## src/rtl/ocal_pkg.sv

```systemverilog
package ocal_pkg;
   typedef enum logic {
      ST_IDLE = 1'b0,
      ST_CAL  = 1'b1
   } cal_st_e;
endpackage

```

## src/rtl/ocal_ctrl.sv

```systemverilog
module ocal_ctrl
   import ocal_pkg::*;
#(
   parameter int CAL_LOG2 = 10
) (
   input  logic clk,
   input  logic rst_n,
   input  logic pwr_dn,
   input  logic start_req,
   input  logic smp_stb,
   output logic busy,
   output logic clr_acc,
   output logic last_smp
);
   localparam int CNT_W = CAL_LOG2;
   localparam logic [CNT_W-1:0] CNT_LAST = {CNT_W{1'b1}};

   cal_st_e          st_q;
   logic [CNT_W-1:0] cnt_q;

   assign busy     = (st_q == ST_CAL);
   assign clr_acc  = start_req && !busy && !pwr_dn;
   assign last_smp = busy && smp_stb && (cnt_q == CNT_LAST) && !pwr_dn;

   always_ff @(posedge clk or negedge rst_n) begin
      if (!rst_n) begin
         st_q  <= ST_IDLE;
         cnt_q <= '0;
      end else if (pwr_dn) begin
         st_q  <= ST_IDLE;
         cnt_q <= '0;
      end else if (clr_acc) begin
         st_q  <= ST_CAL;
         cnt_q <= '0;
      end else if (busy && smp_stb) begin
         cnt_q <= cnt_q + 1'b1;
         if (cnt_q == CNT_LAST) st_q <= ST_IDLE;
      end
   end

   // no progress without a strobe, and a repeated start write does not restart the run
   assert_count_hold_R2: assert property (@(posedge clk) disable iff (!rst_n)
      busy && !smp_stb && !pwr_dn |=> busy && $stable(cnt_q));

   // the run ends only after the last strobe or on power-down
   assert_self_clear_R3: assert property (@(posedge clk) disable iff (!rst_n)
      $fell(busy) |-> $past(pwr_dn) || ($past(smp_stb) && ($past(cnt_q) == CNT_LAST)));

   // a start request during a run leaves the count running forward
   assert_no_restart_R7: assert property (@(posedge clk) disable iff (!rst_n)
      busy && start_req && smp_stb && !pwr_dn && (cnt_q != CNT_LAST) |=> cnt_q == $past(cnt_q) + 1'b1);
endmodule

```

## src/rtl/ocal_accum.sv

```systemverilog
module ocal_accum #(
   parameter int SAMPLE_W = 16,
   parameter int CAL_LOG2 = 10
) (
   input  logic                       clk,
   input  logic                       rst_n,
   input  logic                       pwr_dn,
   input  logic                       clr_acc,
   input  logic                       acc_en,
   input  logic                       last_smp,
   input  logic signed [SAMPLE_W-1:0] smp,
   output logic signed [SAMPLE_W-1:0] ofs
);
   localparam int ACC_W = SAMPLE_W + CAL_LOG2;

   logic signed [ACC_W-1:0] acc_q;
   logic signed [ACC_W-1:0] sum_nx;

   assign sum_nx = acc_q + ACC_W'(smp);

   always_ff @(posedge clk or negedge rst_n) begin
      if (!rst_n) begin
         acc_q <= '0;
         ofs   <= '0;
      end else if (pwr_dn) begin
         acc_q <= '0;
         ofs   <= '0;
      end else if (clr_acc) begin
         acc_q <= '0;
      end else if (acc_en) begin
         acc_q <= sum_nx;
         if (last_smp) ofs <= sum_nx[ACC_W-1:CAL_LOG2];
      end
   end

   // the stored offset moves only at the end of a run or on a clear
   assert_ofs_only_at_end_R5: assert property (@(posedge clk) disable iff (!rst_n)
      !$stable(ofs) |-> $past(last_smp) || $past(pwr_dn));

   // power-down empties the stored offset
   assert_pd_clears_R9: assert property (@(posedge clk) disable iff (!rst_n)
      pwr_dn |=> ofs == '0);
endmodule

```

## src/rtl/ocal_chan.sv

```systemverilog
module ocal_chan #(
   parameter int SAMPLE_W = 16,
   parameter int CAL_LOG2 = 10,
   parameter bit SAT_EN   = 1'b1
) (
   input  logic                       clk,
   input  logic                       rst_n,
   input  logic                       pwr_dn,
   input  logic                       start_req,
   input  logic                       smp_stb,
   input  logic signed [SAMPLE_W-1:0] smp,
   output logic                       busy,
   output logic signed [SAMPLE_W-1:0] ofs,
   output logic signed [SAMPLE_W-1:0] cor
);
   localparam int DIFF_W = SAMPLE_W + 1;
   localparam logic signed [SAMPLE_W-1:0] POS_MAX = {1'b0, {(SAMPLE_W-1){1'b1}}};
   localparam logic signed [SAMPLE_W-1:0] NEG_MIN = {1'b1, {(SAMPLE_W-1){1'b0}}};

   logic clr_acc;
   logic last_smp;
   logic signed [DIFF_W-1:0] diff;

   ocal_ctrl #(.CAL_LOG2(CAL_LOG2)) ctrl_i (
      .clk      (clk),
      .rst_n    (rst_n),
      .pwr_dn   (pwr_dn),
      .start_req(start_req),
      .smp_stb  (smp_stb),
      .busy     (busy),
      .clr_acc  (clr_acc),
      .last_smp (last_smp)
   );

   ocal_accum #(.SAMPLE_W(SAMPLE_W), .CAL_LOG2(CAL_LOG2)) accum_i (
      .clk     (clk),
      .rst_n   (rst_n),
      .pwr_dn  (pwr_dn),
      .clr_acc (clr_acc),
      .acc_en  (busy && smp_stb),
      .last_smp(last_smp),
      .smp     (smp),
      .ofs     (ofs)
   );

   assign diff = DIFF_W'(smp) - DIFF_W'(ofs);

   generate
      if (SAT_EN) begin : g_sat
         always_comb begin
            if (diff[DIFF_W-1] != diff[DIFF_W-2])
               cor = diff[DIFF_W-1] ? NEG_MIN : POS_MAX;
            else
               cor = diff[SAMPLE_W-1:0];
         end
      end else begin : g_wrap
         assign cor = diff[SAMPLE_W-1:0];
      end
   endgenerate
endmodule

```

## src/rtl/offset_cal_seq.sv

```systemverilog
module offset_cal_seq #(
   parameter int NUM_CH   = 2,
   parameter int SAMPLE_W = 16,
   parameter int CAL_LOG2 = 10,
   parameter bit SAT_EN   = 1'b1
) (
   input  logic                         clk,
   input  logic                         rst_n,
   input  logic                         pwr_dn,
   input  logic                         ctl_wr,
   input  logic [NUM_CH-1:0]            ctl_wdata,
   output logic [NUM_CH-1:0]            ctl_rdata,
   input  logic                         smp_stb,
   input  logic [NUM_CH*SAMPLE_W-1:0]   adc_smp,
   output logic [NUM_CH-1:0]            in_hiz,
   output logic [NUM_CH-1:0]            out_rst,
   output logic [NUM_CH-1:0]            data_vld,
   output logic [NUM_CH*SAMPLE_W-1:0]   ofs_val,
   output logic [NUM_CH*SAMPLE_W-1:0]   cor_smp
);
   generate
      if (NUM_CH < 1 || NUM_CH > 32) begin : g_bad_ch
         $error("offset_cal_seq: NUM_CH must lie in 1..32");
      end
      if (SAMPLE_W < 2) begin : g_bad_w
         $error("offset_cal_seq: SAMPLE_W must be at least 2");
      end
      if (CAL_LOG2 < 1 || CAL_LOG2 > 20) begin : g_bad_len
         $error("offset_cal_seq: CAL_LOG2 must lie in 1..20");
      end
   endgenerate

   logic [NUM_CH-1:0] busy;

   assign ctl_rdata = busy;
   assign in_hiz    = busy;
   assign out_rst   = busy;
   assign data_vld  = ~busy;

   generate
      for (genvar i = 0; i < NUM_CH; i++) begin : g_ch
         logic signed [SAMPLE_W-1:0] ofs_i;
         logic signed [SAMPLE_W-1:0] cor_i;

         ocal_chan #(.SAMPLE_W(SAMPLE_W), .CAL_LOG2(CAL_LOG2), .SAT_EN(SAT_EN)) chan_i (
            .clk      (clk),
            .rst_n    (rst_n),
            .pwr_dn   (pwr_dn),
            .start_req(ctl_wr && ctl_wdata[i]),
            .smp_stb  (smp_stb),
            .smp      (adc_smp[i*SAMPLE_W +: SAMPLE_W]),
            .busy     (busy[i]),
            .ofs      (ofs_i),
            .cor      (cor_i)
         );

         assign ofs_val[i*SAMPLE_W +: SAMPLE_W] = ofs_i;
         assign cor_smp[i*SAMPLE_W +: SAMPLE_W] = cor_i;

         // analog controls follow the channel's busy bit
         assert_ctl_follow_R4: assert property (@(posedge clk) disable iff (!rst_n)
            ctl_rdata[i] |-> in_hiz[i] && out_rst[i] && !data_vld[i]);

         // power-down leaves the channel idle
         assert_pd_idle_R9: assert property (@(posedge clk) disable iff (!rst_n)
            pwr_dn |=> !ctl_rdata[i] && data_vld[i]);
      end
   endgenerate
endmodule

```

## config.mk

```make
export PLATFORM = sky130hd
export DESIGN_NAME = offset_cal_seq
export DESIGN_NICKNAME = d
export VERILOG_FILES = /design/src/rtl/ocal_pkg.sv /design/src/rtl/ocal_ctrl.sv /design/src/rtl/ocal_accum.sv /design/src/rtl/ocal_chan.sv /design/src/rtl/offset_cal_seq.sv
export SDC_FILE = /design/constraint.sdc
export NUM_CORES = 1
export LEC_CHECK = 0
export ABC_AREA = 1
export ABC_CLOCK_PERIOD_IN_PS = 2900
export BUFFER_PORTS_ARGS = -buffer_cell sky130_fd_sc_hd__clkbuf_2
export CAP_MARGIN = 20
export CORE_MARGIN = 2
export CORE_UTILIZATION = 30
export DETAILED_ROUTE_END_ITERATION = 10
export PLACE_DENSITY = 0.48
export SLEW_MARGIN = 20
export SYNTH_ARGS = -nofsm -noshare
export SYNTH_HDL_FRONTEND = slang
export SYNTH_SLANG_ARGS = --single-unit
```

## constraint.sdc

```tcl
create_clock -name clk -period 2.9 [get_ports clk]
set_clock_uncertainty 0.2 [all_clocks]
set_input_delay 0.435 -clock clk [delete_from_list [all_inputs] [get_ports clk]]
set_output_delay 0.435 -clock clk [all_outputs]
set_load 0.005 [all_outputs]
```

==> metrics, run 1 <==
status=finished with violations; violations in the final reports=setup timing; fin crit share=102%; Routed WL=33.1 mm; most frequent cells in the layout=nand2_1, inv_1, dfrtp_1; Worst setup EP type=output port; height of the die=around 190 um; setup slack at placement=-0.136 ns; Synth top area share=a little over a quarter; crit path DAT=2.33 ns; final net count=1872; share of layout cells above drive strength 1=between 10% and 20%; HP Class=in2reg; register area=2650 um^2; largest net degree at the start of global routing=between 40 and 50; width of the die=187 um; largest cells by area after synthesis=dfrtp_1, nand2_1, ha_1; Final WS setup=-0.0700 ns; worst setup path category=reg2out; RSZ-0062 raised after global routing=true; Ant. Diodes=0; I/O pin cnt=111; Die ar.=34800 um^2; first-pass GRT wire length=between 50 and 60 mm; Seq cells post-synth=106; drt wl/cell=15.1 um; initial core utilization=between 30% and 40%; max_cap viols=0; Final Hold Vio Count=0; register area share after synthesis=26.5%; Cell variety after synth=43; Worst-Skew Late Latency=~0.37 ns; dpl hpwl=26.6 mm; DRT antenna net count=0; fill count=3611; total clock sinks=106; DRT Pass-1 Iters=6; Core Footprint=32700 um^2; H-tree depth=3; Crit Path Max Fanout=4; Longest Clk Path Bufs=2; RePlAce Congestion=0.907; placed cell area=11300 um^2; Design Area, Final=12400 um^2; Pwr Density=460 nW/um^2; I/O Buffers=110; CTS Root Cell=clkbuf_16; initial antenna violation count=0; Slew Limit Headroom=60.1%; clock transition at the registers of the reported paths=0.08 ns; critical path startpoint category=flip-flop; syn_nets=1711; clock buffer count from CTS=9; final critical path time including I/O delays and setup=~3.0 ns; Yosys warnings=0; DR iter-0 viols=632; gr usage total=18.9%; total grt overflow=0; maximum VDD drop=294 uV; CTS tree=yes; Residual DRC=0; Tightest Pin Transition=0.598 ns; Syn Area/Cell=6.31 um^2; Final Setup Violations=30; vias in the first global route=around 10000; fmax=0.337 GHz; Mapped Cells=1584; final max-slew violation count=0; Lkg Pwr=approximately 6.8 nW; Row Count=66; synthesized area=9990 um^2; DR vias=~10000; Synth area leader=dfrtp_1; Vias/cell=4.69; Hold WS=0.130 ns; commonest non-fill, non-tap cell in the layout=nand2_1; combined area of the multi-input logic cells=6790 um^2; Syn-to-layout area delta=24.4%; Worst Path Required=2.27 ns
-- area by class of cell --
cell class | count | share of cell area (%)
Inverter | 269 | 8.13
Clock inverter | 7 | 0.705
Sequential cell | 106 | 21.4
Timing Repair Buffer | 174 | 8.91
Multi-Input combinational cell | 1185 | 54.6
Clock buffer | 9 | 1.81
Tap cell | 442 | 4.45
-- state kept, by name, summed over array words and instances (netlist names) --
name	flops
g_ch.chan_i.accum_i.acc_q	52
g_ch.chan_i.accum_i.ofs	32
g_ch.chan_i.ctrl_i.busy	2
g_ch.chan_i.ctrl_i.cnt_q	20
-- power breakdown --
| part | total, W | switching (W) | internal [W] |
|---|---|---|---|
| registers | 0.00170 | 0.0000916 | 0.00160 |
| logic | 0.00269 | 0.00164 | 0.00105 |
| clock network | 0.00133 | 0.000647 | 0.000688 |
| total | 0.00572 | 0.00238 | 0.00334 |
-- routing by layer --
layer | global-route usage (%) | share of wire (%)
met1 | 27.1 | 50
met2 | 29.8 | 44
met3 | 2.92 | 3.7
met4 | 4.21 | 1.7
met5 | 0 | 0
-- cell usage after synthesis, drive strengths merged --
library cell  count
o21a              2
a22o              4
o22a              1
buf              20
o22ai             5
clkbuf            6
a31oi             3
a21oi            86
nor4              4
fa                4
and2              7
o21ai            57
nand3b           11
a21boi            3
a31o              1
or2              10
nor3             14
xnor2             6
o221ai            1
nand4            47
and3              1
dfrtp           106
a32o              4
nand2           595
ha               84
a21o              4
o21bai           12
nor2            107
a211oi            1
nand3            85
xor2             24
inv             269
-- metrics by stage --
step	util (%)	instances	TNS, ns	power (W)
floorplan	-	1584	0	0.00325
global placement	34.6	2153	-1.77	0.00404
CTS	36.8	2184	-2.20	0.00557
global route	38.0	2192	-5.41	0.00618
detailed placement	34.6	2153	-2.13	0.00405
finish	38.0	2192	-1.33	0.00572
-- final timing paths --
check | startpoint | endpoint | slack (ns) | cells past startpoint
hold reg to reg | g_ch[1].chan_i.accum_i.acc_q[24] | g_ch[1].chan_i.accum_i.acc_q[24] | 0.29 | 2
hold / removal | ctl_wdata[0] | g_ch[0].chan_i.ctrl_i.busy | 0.13 | 3
setup / recovery | g_ch[0].chan_i.accum_i.ofs[9] | cor_smp[12] | -0.07 | 10
max in group asynchronous | rst_n | g_ch[1].chan_i.accum_i.acc_q[24] | 1.40 | 3
setup reg to reg | g_ch[0].chan_i.accum_i.acc_q[0] | g_ch[0].chan_i.accum_i.ofs[10] | 0.32 | 15
min in group asynchronous | rst_n | g_ch[0].chan_i.accum_i.ofs[4] | 0.47 | 2
-- timing repair --
action | 4_1_cts | 5_1_grt
setup endpoints to repair | 31 | 32
pin swaps | 17 | 36
endpoints found under the hold margin | 38 | 0
setup buffers | 12 | 7
gates cloned | 2 | 1
hold buffers | 1 | 0
resized for setup | 52 | 94
-- worst max-delay path: stages (launching register included) --
cell and delay, ns:
dfrtp_1 0.38, inv_2 0.07, ha_4 0.29, nand2_1 0.14
nor4_4 0.37, nand2_4 0.11, nand3_4 0.12, nand4_4 0.15
buf_6 0.16, nand2_1 0.06, buf_2 0.11
-- logic make-up (layout without fill, tap and decap cells) --
family                   Yosys count  in the layout  synth area share (%)
AO/OA/AOI/OAI                    184            184                  10.3
adder cells (fa/ha/maj)           88             88                  11.3
flip-flops                       106            106                  26.5
XOR/XNOR                          30             30                  2.63
buffers and inverters            295            459                  11.8
AND/OR/NAND/NOR                  881            883                  37.4
Note: power is estimated with default switching activity, not from simulation.
==> run 2, diff against run 1 <==
Settings changed: CORE_ASPECT_RATIO from default to 1.1, CTS_BUF_LIST from default to sky130_fd_sc_hd__clkbuf_4.
==> metrics, run 2 (synthesized netlist as in run 1, its figures left out) <==
fin crit share=109% (+7.0 points); initial antenna violation count=1 (+1); max_cap viols=0 (unchanged); CTS Root Cell=clkbuf_4; fill count=3628 (+0.47%); metal3 WL=1.11 mm (-8.7%); routed wire length on met2=16.1 mm (+10%); Core Footprint=33000 um^2 (+0.97%); clock transition at the registers of the reported paths=0.20 ns (+0.12 ns); worst setup path category=reg2out; H-tree depth=3 (unchanged); Routed WL=34.0 mm (+2.7%); setup slack at placement=-0.116 ns (+0.0202 ns); reg2reg setup slack=0.33 ns (about the same); total grt overflow=0 (unchanged); share of layout cells above drive strength 1=20.8% (+2.2 points); final net count=1890 (+0.96%); Placed Cells=2142 (-0.51%); HP Start=ctl_wdata[1]; height of the die=195 um (+4.8%); gr usage total=19.7% (+0.85 points); drt wl/cell=15.4 um (+2.3%); commonest non-fill, non-tap cell in the layout=nand2_1; maximum VDD drop=187 uV (-36%); final max-slew violation count=0 (unchanged); Residual DRC=0 (unchanged); initial core utilization=30.3% (-0.29 points); Crit Path Max Fanout=8 (+4); largest reg by FF count=g_ch.chan_i.accum_i.acc_q; Longest Clk Path Bufs=2 (unchanged); Worst Path Required=2.27 ns (about the same); I/O pin cnt=111 (unchanged); crit path from=g_ch[0].chan_i.accum_i.ofs[0]; reg2reg path depth=13 (-2); clock buffer count from CTS=9 (unchanged); DRT antenna net count=0 (unchanged); violations in the final reports=setup timing; Syn-to-layout area delta=25.9%; CP peak stage delay=0.39 ns (about the same); final cell count without fillers=2202 (+0.46%); most frequent CP cell=nand2_2; Worst Hold Depth=3 (unchanged); Row Count=70 (+6.1%); RSZ-0062 raised after global routing=true; FF-to-FF End=g_ch[1].chan_i.accum_i.ofs[6]; RePlAce Congestion=0.923 (+1.8%); status=finished with violations; final critical path time including I/O delays and setup=3.17 ns (+0.203 ns); CTS tree=yes; first-pass GRT wire length=53.6 mm (+2.1%); Final Hold Vio Count=0 (unchanged); vias in the first global route=10208 (+3.3%); dpl hpwl=27.2 mm (+2.2%); Die ar.=34800 um^2 (about the same); critical-path cell list=ha_2 > inv_2 > fa_2 > nand3_2 > nand3_2 > nand2_2 > nand2_2 > nand2_4 > nand2_4 > nand2_4 > buf_6 > nand2_8 > nand2_8 > nand2_2 > nand2_2 > clkbuf_2; total clock sinks=106 (unchanged); Worst path slowest cell=dfrtp_1; HP Class=in2reg; final core utilization=38.1% (+0.11 points); FF-to-FF Start=g_ch[1].chan_i.accum_i.acc_q[0]; uppermost layer routed=met4; met1 WL=15.6 mm (-6.3%); biggest regs=g_ch.chan_i.accum_i.acc_q (52), g_ch.chan_i.accum_i.ofs (32), g_ch.chan_i.ctrl_i.cnt_q (20); I/O Buffers=110 (unchanged); Pwr Density=428 nW/um^2 (-7.0%); final setup TNS=-7.57 ns (-6.24 ns); Slew Limit Headroom=55.2% (-4.9 points); DR iter-0 viols=499 (-21%); Final Setup Violations=32 (+6.7%); fmax=0.315 GHz (-6.4%); most frequent cells in the layout=nand2_1, inv_1, dfrtp_1, clkbuf_2, nor2_1; largest net degree at the start of global routing=45 (+9.8%); Final WS setup=-0.273 ns (-0.203 ns); DR vias=10450 (+1.6%); DRT Pass-1 Iters=5 (-1); Tightest Pin Transition=0.671 ns (+0.0728 ns); Vias/cell=4.75 (+1.1%); width of the die=178 um (-4.6%); crit path DAT=2.54 ns (+0.21 ns); Worst-Skew Late Latency=0.51 ns (+0.14 ns); critical path startpoint category=flip-flop; Worst setup EP type=output port; number of flip-flops in the largest register=52 (unchanged); Hold EP=g_ch[1].chan_i.ctrl_i.busy; Lkg Pwr=6.83 nW (+0.58%)
==> run 2: cell count changes in the layout (fill, tap and decap cells not counted), sizes merged <==
cell / delta
buf: +13
clkbuf: +3
clkinv: +1
clkinvlp: -1
diode: +2
dlygate4sd3: +1
nand4: +1
==> run 2: area by class of cell <==
type                    instances  area [um^2]  area share (%)
multi-input cells            1186         6980            55.5
flip-flops and latches        106         2650            21.1
repair buffers                191         1230            9.81
inverters                     269         1010            8.04
well taps                     432          541            4.30
clock inverters                 7         88.8           0.706
clock buffers                   9         67.6           0.537
diodes                          2         5.00          0.0398
==> run 2: worst max-delay path: cells and delay by family, from the launching register on <==
family | cells | cell delay (ns)
adder cells (fa/ha/maj) | 2 | 0.54
buffers and inverters | 3 | 0.26
flip-flops | 1 | 0.39
AND/OR/NAND/NOR | 11 | 0.83
==> run 2: through the flow <==
| stage | hold WS, ns | power (W) | area, um^2 |
|---|---|---|---|
| 6_report | 0.0540 | 0.00539 | 12600 |
| 5_1_grt | 0.0164 | 0.00585 | 12600 |
| 4_1_cts | 0.0283 | 0.00526 | 12200 |
| 3_5_place_dp | 0.259 | 0.00408 | 11300 |
| 3_3_place_gp | 0.262 | 0.00407 | 11300 |
| 2_1_floorplan | -0.0606 | 0.00325 | 9990 |
==> run 2: report_power, final <==
| part | total (W) | switching [W] | internal, W |
|---|---|---|---|
| combinational | 0.00282 | 0.00171 | 0.00112 |
| sequential | 0.00169 | 0.0000876 | 0.00160 |
| clock | 0.000873 | 0.000592 | 0.000281 |
==> run 2: worst max path at each step <==
stage                   to  slack (ns)  depth (start not counted)
4_1_cts        cor_smp[28]       -0.24                         15
3_3_place_gp   cor_smp[16]       -0.07                         10
3_5_place_dp   cor_smp[28]       -0.12                         10
5_1_grt        cor_smp[24]       -0.44                         14
2_1_floorplan  cor_smp[12]        0.26                         16
6_report       cor_smp[11]       -0.27                         16
==> run 2: per-layer routing <==
metal / GRT usage (%) / up-vias
li1: - / 5392
met1: 25.2 / 4824
met2: 33.9 / 179
met3: 2.53 / 55
met4: 7.01 / 0
met5: 0 / -
==> run 2: timing repair <==
action / 4_1_cts / 5_1_grt
gates resized for setup: 106 / 75
endpoints found under the setup margin: 32 / 32
setup buffers: 28 / 8
pin swaps: 24 / 27
gates cloned: 4 / 0
hold buffers: 2 / 0
hold endpoints to repair: 34 / 0
